**src/rtl/dma_regs_pkg.sv**
```systemverilog
package dma_regs_pkg;
  localparam int MAX_CH = 64;
  localparam int HALF_W = 32;
  localparam int CH_W   = $clog2(MAX_CH);
  localparam int INFO_W = 10;

  typedef enum logic [3:0] {
    REG_STATUS    = 4'd0,
    REG_EEI_HI    = 4'd1,
    REG_EEI_LO    = 4'd2,
    REG_INT_HI    = 4'd3,
    REG_INT_LO    = 4'd4,
    REG_ERR_HI    = 4'd5,
    REG_ERR_LO    = 4'd6,
    CMD_SET_EEI   = 4'd8,
    CMD_CLR_EEI   = 4'd9,
    CMD_CLR_INT   = 4'd10,
    CMD_CLR_ERR   = 4'd11,
    CMD_SET_START = 4'd12
  } reg_addr_e;
endpackage

```
**src/rtl/dma_cmd_decode.sv**
```systemverilog
module dma_cmd_decode
  import dma_regs_pkg::*;
#(
  parameter int NUM_CH = 64
) (
  input  logic              we_i,
  input  logic [3:0]        addr_i,
  input  logic [31:0]       wdata_i,
  output logic [NUM_CH-1:0] set_eei_o,
  output logic [NUM_CH-1:0] clr_eei_o,
  output logic [NUM_CH-1:0] clr_int_o,
  output logic [NUM_CH-1:0] clr_err_o,
  output logic [NUM_CH-1:0] set_start_o,
  output logic [NUM_CH-1:0] w1c_int_o,
  output logic [NUM_CH-1:0] w1c_err_o
);
  logic [NUM_CH-1:0] sel;

  // channel select is one-hot only for in-range numbers
  for (genvar c = 0; c < NUM_CH; c++) begin : g_sel
    assign sel[c] = (wdata_i[7:0] == 8'(c));
    if (c < HALF_W) begin : g_lo
      assign w1c_int_o[c] = we_i && (addr_i == REG_INT_LO) && wdata_i[c];
      assign w1c_err_o[c] = we_i && (addr_i == REG_ERR_LO) && wdata_i[c];
    end else begin : g_hi
      assign w1c_int_o[c] = we_i && (addr_i == REG_INT_HI) && wdata_i[c-HALF_W];
      assign w1c_err_o[c] = we_i && (addr_i == REG_ERR_HI) && wdata_i[c-HALF_W];
    end
  end

  assign set_eei_o   = (we_i && addr_i == CMD_SET_EEI)   ? sel : '0;
  assign clr_eei_o   = (we_i && addr_i == CMD_CLR_EEI)   ? sel : '0;
  assign clr_int_o   = (we_i && addr_i == CMD_CLR_INT)   ? sel : '0;
  assign clr_err_o   = (we_i && addr_i == CMD_CLR_ERR)   ? sel : '0;
  assign set_start_o = (we_i && addr_i == CMD_SET_START) ? sel : '0;
endmodule

```
**src/rtl/dma_chan_bits.sv**
```systemverilog
module dma_chan_bits #(
  parameter int NUM_CH = 64
) (
  input  logic              clk_i,
  input  logic              rst_ni,
  input  logic [NUM_CH-1:0] set_eei_i,
  input  logic [NUM_CH-1:0] clr_eei_i,
  input  logic [NUM_CH-1:0] clr_int_i,
  input  logic [NUM_CH-1:0] clr_err_i,
  input  logic [NUM_CH-1:0] set_start_i,
  input  logic [NUM_CH-1:0] w1c_int_i,
  input  logic [NUM_CH-1:0] w1c_err_i,
  input  logic [NUM_CH-1:0] done_i,
  input  logic [NUM_CH-1:0] err_i,
  output logic [NUM_CH-1:0] eei_o,
  output logic [NUM_CH-1:0] int_o,
  output logic [NUM_CH-1:0] err_o,
  output logic [NUM_CH-1:0] start_o
);
  for (genvar c = 0; c < NUM_CH; c++) begin : g_ch
    always_ff @(posedge clk_i or negedge rst_ni) begin
      if (!rst_ni) begin
        eei_o[c]   <= 1'b0;
        int_o[c]   <= 1'b0;
        err_o[c]   <= 1'b0;
        start_o[c] <= 1'b0;
      end else begin
        if (set_eei_i[c])      eei_o[c] <= 1'b1;
        else if (clr_eei_i[c]) eei_o[c] <= 1'b0;
        // hardware set wins over a same-cycle clear
        int_o[c]   <= done_i[c] | (int_o[c] & ~(clr_int_i[c] | w1c_int_i[c]));
        err_o[c]   <= (err_i[c] & eei_o[c]) |
                      (err_o[c] & ~(clr_err_i[c] | w1c_err_i[c]));
        start_o[c] <= set_start_i[c];
      end
    end
  end
endmodule

```
**src/rtl/dma_err_latch.sv**
```systemverilog
module dma_err_latch
  import dma_regs_pkg::*;
#(
  parameter int NUM_CH = 64
) (
  input  logic              clk_i,
  input  logic              rst_ni,
  input  logic [NUM_CH-1:0] err_i,
  input  logic [INFO_W-1:0] err_info_i,
  input  logic [NUM_CH-1:0] clr_err_i,
  output logic [31:0]       status_o
);
  logic              vld_q;
  logic [CH_W-1:0]   ch_q;
  logic [INFO_W-1:0] info_q;
  logic              hit;
  logic [CH_W-1:0]   hit_ch;
  logic              release_w;

  // lowest channel wins a same-cycle tie
  always_comb begin
    hit    = 1'b0;
    hit_ch = '0;
    for (int i = NUM_CH - 1; i >= 0; i--) begin
      if (err_i[i]) begin
        hit    = 1'b1;
        hit_ch = CH_W'(i);
      end
    end
  end

  always_comb begin
    release_w = 1'b0;
    for (int i = 0; i < NUM_CH; i++) begin
      if (clr_err_i[i] && ch_q == CH_W'(i)) release_w = 1'b1;
    end
    release_w = release_w & vld_q;
  end

  always_ff @(posedge clk_i or negedge rst_ni) begin
    if (!rst_ni) begin
      vld_q  <= 1'b0;
      ch_q   <= '0;
      info_q <= '0;
    end else if (!(vld_q && !release_w) && hit) begin
      vld_q  <= 1'b1;
      ch_q   <= hit_ch;
      info_q <= err_info_i;
    end else if (release_w) begin
      vld_q  <= 1'b0;
      ch_q   <= '0;
      info_q <= '0;
    end
  end

  assign status_o = {vld_q, 15'd0, info_q[9:8], ch_q, info_q[7:0]};
endmodule

```
**src/rtl/dma_chan_regs.sv**
```systemverilog
module dma_chan_regs
  import dma_regs_pkg::*;
#(
  parameter int NUM_CH = 64
) (
  input  logic              clk_i,
  input  logic              rst_ni,
  input  logic              we_i,
  input  logic [3:0]        addr_i,
  input  logic [31:0]       wdata_i,
  output logic [31:0]       rdata_o,
  input  logic [NUM_CH-1:0] done_i,
  input  logic [NUM_CH-1:0] err_i,
  input  logic [INFO_W-1:0] err_info_i,
  output logic [NUM_CH-1:0] start_o,
  output logic              irq_o
);
  logic [NUM_CH-1:0] set_eei, clr_eei, clr_int, clr_err, set_start, w1c_int, w1c_err;
  logic [NUM_CH-1:0] eei_q, int_q, err_q;
  logic [31:0]       status_w;
  logic [MAX_CH-1:0] eei_pad, int_pad, err_pad;

  dma_cmd_decode #(.NUM_CH(NUM_CH)) u_dec (
    .we_i        (we_i),
    .addr_i      (addr_i),
    .wdata_i     (wdata_i),
    .set_eei_o   (set_eei),
    .clr_eei_o   (clr_eei),
    .clr_int_o   (clr_int),
    .clr_err_o   (clr_err),
    .set_start_o (set_start),
    .w1c_int_o   (w1c_int),
    .w1c_err_o   (w1c_err)
  );

  dma_chan_bits #(.NUM_CH(NUM_CH)) u_bits (
    .clk_i       (clk_i),
    .rst_ni      (rst_ni),
    .set_eei_i   (set_eei),
    .clr_eei_i   (clr_eei),
    .clr_int_i   (clr_int),
    .clr_err_i   (clr_err),
    .set_start_i (set_start),
    .w1c_int_i   (w1c_int),
    .w1c_err_i   (w1c_err),
    .done_i      (done_i),
    .err_i       (err_i),
    .eei_o       (eei_q),
    .int_o       (int_q),
    .err_o       (err_q),
    .start_o     (start_o)
  );

  dma_err_latch #(.NUM_CH(NUM_CH)) u_lat (
    .clk_i      (clk_i),
    .rst_ni     (rst_ni),
    .err_i      (err_i),
    .err_info_i (err_info_i),
    .clr_err_i  (clr_err),
    .status_o   (status_w)
  );

  // unimplemented channels read as zero
  for (genvar c = 0; c < MAX_CH; c++) begin : g_pad
    if (c < NUM_CH) begin : g_on
      assign eei_pad[c] = eei_q[c];
      assign int_pad[c] = int_q[c];
      assign err_pad[c] = err_q[c];
    end else begin : g_off
      assign eei_pad[c] = 1'b0;
      assign int_pad[c] = 1'b0;
      assign err_pad[c] = 1'b0;
    end
  end

  always_comb begin
    case (addr_i)
      REG_STATUS: rdata_o = status_w;
      REG_EEI_HI: rdata_o = eei_pad[63:32];
      REG_EEI_LO: rdata_o = eei_pad[31:0];
      REG_INT_HI: rdata_o = int_pad[63:32];
      REG_INT_LO: rdata_o = int_pad[31:0];
      REG_ERR_HI: rdata_o = err_pad[63:32];
      REG_ERR_LO: rdata_o = err_pad[31:0];
      default:    rdata_o = '0;
    endcase
  end

  assign irq_o = (|int_q) | (|(err_q & eei_q));
endmodule

```
**config.mk**
```make
export PLATFORM = sky130hd
export DESIGN_NAME = dma_chan_regs
export DESIGN_NICKNAME = d
export VERILOG_FILES = /design/src/rtl/dma_regs_pkg.sv /design/src/rtl/dma_cmd_decode.sv /design/src/rtl/dma_chan_bits.sv /design/src/rtl/dma_err_latch.sv /design/src/rtl/dma_chan_regs.sv
export SDC_FILE = /design/constraint.sdc
export NUM_CORES = 1
export LEC_CHECK = 0
export CORE_MARGIN = 2
export CORE_UTILIZATION = 45
export CTS_CLUSTER_DIAMETER = 200
export DETAILED_ROUTE_END_ITERATION = 7
export MAX_ROUTING_LAYER = met4
export PLACE_DENSITY = 0.72
export SYNTH_ARGS = -nofsm -noshare
export SYNTH_HDL_FRONTEND = slang
export SYNTH_SLANG_ARGS = --single-unit
```
**constraint.sdc**
```tcl
create_clock -name clk_i -period 7.5 [get_ports clk_i]
set_clock_uncertainty 0.05 [all_clocks]
set_input_delay 2.25 -clock clk_i [delete_from_list [all_inputs] [get_ports clk_i]]
set_output_delay 2.25 -clock clk_i [all_outputs]
set_load 0.05 [all_outputs]
```
==> summary.md <==
| Metric | Value |
|---|---|
| Dpl hpwl | 53,900 µm |
| Syn Area/Cell | about 8.8 µm² |
| Placer congestion estimate | around 1.0 |
| Fill cells | between 2k and 3k |
| Fmax | around 0.15 GHz |
| Post-CTS Setup Repair Bufs | 0 |
| Number of cells produced by synthesis | 1,631 |
| First DRT Iteration DRCs | 2,378 |
| WL per Instance | approximately 31 µm |
| Worst VDD drop | 0.187 mV |
| Worst slew pin tran | 1.06 ns |
| Syn_nets | about 1.8k |
| Pleak | between 6 and 7 nW |
| Asr flop ratio synth | between 90% and 100% |
| Outcome | finished, final reports clean |
| FP Rows | 65 |
| Synth cell count leaders | nand2_1 (334), dfrtp_1 (273), nor2_1 (161), o21ai_0 (142), a22oi_1 (104) |
| Synth Area in Compound Gates | about a quarter |
| CTS tree | built |
| Routed wire length | 71,700 µm |
| Tcrit/Tclk final | 90.8% |
| Hold_buf cts | 0 |
| Grt ovf | 0 |
| Ratio of cells with drive above 1 in the final layout | between 10% and 20% |
| Synth-to-Final Area Change | 30.9% |
| Slew margin rel. | 29.4% |
| Vias in the first global route | between 15k and 20k |
| Worst hold path type | reg2reg |
| Clock Root Buffer | clkbuf_16 |
| Initial Util | a little under half |
| CP Data Required Time | 5.20 ns |
| Antenna violations before repair | 1 |
| EDFF count, synth | 0 |
| Clock Sinks | between 200 and 300 |
| Yosys reg bits | ~270 |
| Number of max-cap violations | 0 |
| Setup TNS | 0 ns |
| Port Buf Inserts | 273 |
| Total Routing Usage GR | 44.0% |
| Cell Pwr Density | 200 nW/µm² |
| Clk Latency, worst-skew pair | between 0.6 and 0.7 ns |
| Post-synthesis cell type count | 70 |
| Fin nets | between 2k and 2.5k |
| Final ANT Viol Nets | 0 |
| Count leader, synth | nand2_1 |
| Fin worst setup slack | about 0.69 ns |
| Sequential cell area fraction in the yosys report | 47.6% |
| CTS clock-pin slew for the worst setup and hold paths | approximately 0.06 ns |
| Warnings from Yosys | 0 |
| Vias | around 16k |
| Cell taking the most area after synthesis | dfrtp_1 |
| First-pass GRT wire length | 103,000 µm |
| Final Hold Fails | 0 |
| Type of the worst setup path | in2out |
| Most used DFF post-synth | dfrtp_1 |
| Setup crit end kind | primary output |
| Post-Synth XOR/XNOR Area | 0.174% |
| Adder and majority gate portion of the synthesized area | 0% |
| Remaining routing DRC violations | 0 |
| Post-cts sizing count | 0 |
| Die area | approximately 33,000 µm² |
| CP arrival | approximately 4.5 ns |
| DIE WIDTH | about 180 µm |
| Core area | roughly 31,000 µm² |
| Seq. cell area | 6830 µm² |
| Setup crit start kind | primary input |
| Synth Cell Area | ~14,000 µm² |
| Share of the synthesized area in the top cell type | 47.6% |
| Fin crit period | ~6.8 ns |
| Largest net degree at the start of global routing | 150 |
| Core Util, Final | about three fifths |
| Post-Synth Simple-Gate Area | between 20% and 30% |
| Footprint of the multi-input gates | 6970 µm² |
| Post-synthesis mux area share | less than 1% |
| Pins Over Slew Limit | 0 |
| Pre-CTS setup slack | 0.779 ns |
| # IOs | roughly 270 |
| Unrepaired setup endpoints after global routing | false |
| # setup viols final | 0 |
| Drt pass-1 iters | 7 |
| Largest family of logic cells by synthesized area | compound AO/OA/AOI/OAI gates |
| Area contributors post-synth | dfrtp_1 (48%), nand2_1 (8.7%), a22oi_1 (5.4%) |
| H-tree level count | 1 |
| CTS Buf Count | 30 |
| Vias per cell | 6.87 |
| Die Ht | around 180 µm |
| Clock buffer depth | 3 |
| CP Max Fanout | 33 |
## per-layer routing
| layer | part of all wire (%) | vias to the layer above | wire length [µm] | track usage, % |
|---|---|---|---|---|
| li1 | - | 6500 | - | - |
| met4 | 7.9 | 0 | 5660 | 27.2 |
| met2 | 42 | 1241 | 30400 | 63.1 |
| met3 | 11 | 284 | 7850 | 8.54 |
| met1 | 39 | 7705 | 27800 | 57.5 |
| met5 | 0 | - | 0 | - |
## logic make-up after synthesis
| logic type | count (synthesis) |
|---|---|
| DFF | 273 |
| buffers and inverters | 153 |
| muxes | 2 |
| xor gates and xnor gates | 2 |
| AOI/OAI and AO/OA | 488 |
| and+or+nand+nor | 713 |
## power breakdown
part / switching [mW] / total [mW] / leakage [nW] / internal [mW]
clock network: 0.640 / 1.45 / 0.456 / 0.811
logic: 0.364 / 0.627 / 2.90 / 0.263
registers: 0.134 / 1.68 / 3.45 / 1.55
total: 1.14 / 3.76 / 6.80 / 2.62
## registers in the layout (all words and copies together), names as in the netlist
signal          count
u_bits.err_o       64
u_bits.eei_o       64
u_bits.int_o       64
u_lat.vld_q         1
u_bits.start_o     64
u_lat.ch_q          6
u_lat.info_q       10
## final timing paths
path                             startpoint               end  depth (start not counted)  slack, ns
min                        u_bits.int_o[24]  u_bits.int_o[24]                          1       0.49
max reg2reg                   u_lat.ch_q[2]   u_lat.info_q[9]                          8       4.12
min reg2reg                u_bits.int_o[24]  u_bits.int_o[24]                          1       0.49
min in group asynchronous            rst_ni   u_lat.info_q[7]                          1       1.60
max in group asynchronous            rst_ni  u_bits.eei_o[31]                          2       4.56
max                               addr_i[3]       rdata_o[14]                          7       0.69
## critical path, cell delays in order
cell	delay, ns
clkdlybuf4s50_1	0.72
nand2b_1	0.27
nor2_2	0.06
buf_4	0.30
a222oi_1	0.43
nand3_1	0.25
buf_12	0.22
## final cells by class
class | instances | share of cell area [%]
multi-input cells | 1205 | 37.1
inverters | 40 | 0.799
diodes | 1 | 0.0133
clock buffers | 44 | 4.49
repair buffers | 316 | 18.1
flip-flops and latches | 273 | 36.3
clock inverters | 8 | 0.533
well taps | 402 | 2.68
## cell usage in the layout, fill, tap and decap left out, types with 4 or more instances in the layout
| master | count |
|---|---|
| nor2_1 | 157 |
| a31o_2 | 64 |
| nor4_1 | 39 |
| a32o_1 | 64 |
| a221oi_1 | 7 |
| clkbuf_16 | 30 |
| nor3_1 | 26 |
| o21ai_0 | 142 |
| clkdlybuf4s50_1 | 240 |
| or4_1 | 6 |
| nand2_1 | 334 |
| clkbuf_8 | 4 |
| nand4_1 | 17 |
| buf_4 | 42 |
| a22oi_1 | 104 |
| a22o_1 | 8 |
| a211oi_1 | 6 |
| a222oi_1 | 15 |
| and2_2 | 4 |
| or3_1 | 9 |
| buf_12 | 33 |
| o211ai_1 | 4 |
| nand3_1 | 65 |
| a21oi_1 | 24 |
| inv_1 | 40 |
| dfrtp_1 | 273 |
| o32ai_2 | 10 |
| nor2b_1 | 8 |
| nor2_2 | 4 |
| clkbuf_1 | 10 |
| o31ai_1 | 7 |
| nand2b_1 | 11 |
| o32ai_1 | 5 |
| and2_1 | 5 |
| nor3_2 | 4 |
## per-stage QoR
step | power (mW) | cells | hold WS, ns | instance area [µm²]
6_report | 3.76 | 2289 | 0.493 | 18800
5_1_grt | 3.86 | 2289 | 0.511 | 18800
4_1_cts | 3.74 | 2288 | 0.490 | 18800
3_5_place_dp | 2.31 | 2236 | 0.476 | 17800
3_3_place_gp | 2.31 | 2236 | 0.467 | 17800
2_1_floorplan | 1.95 | 1631 | 0.431 | 14400
No activity file was read; power rests on OpenSTA's default activity.
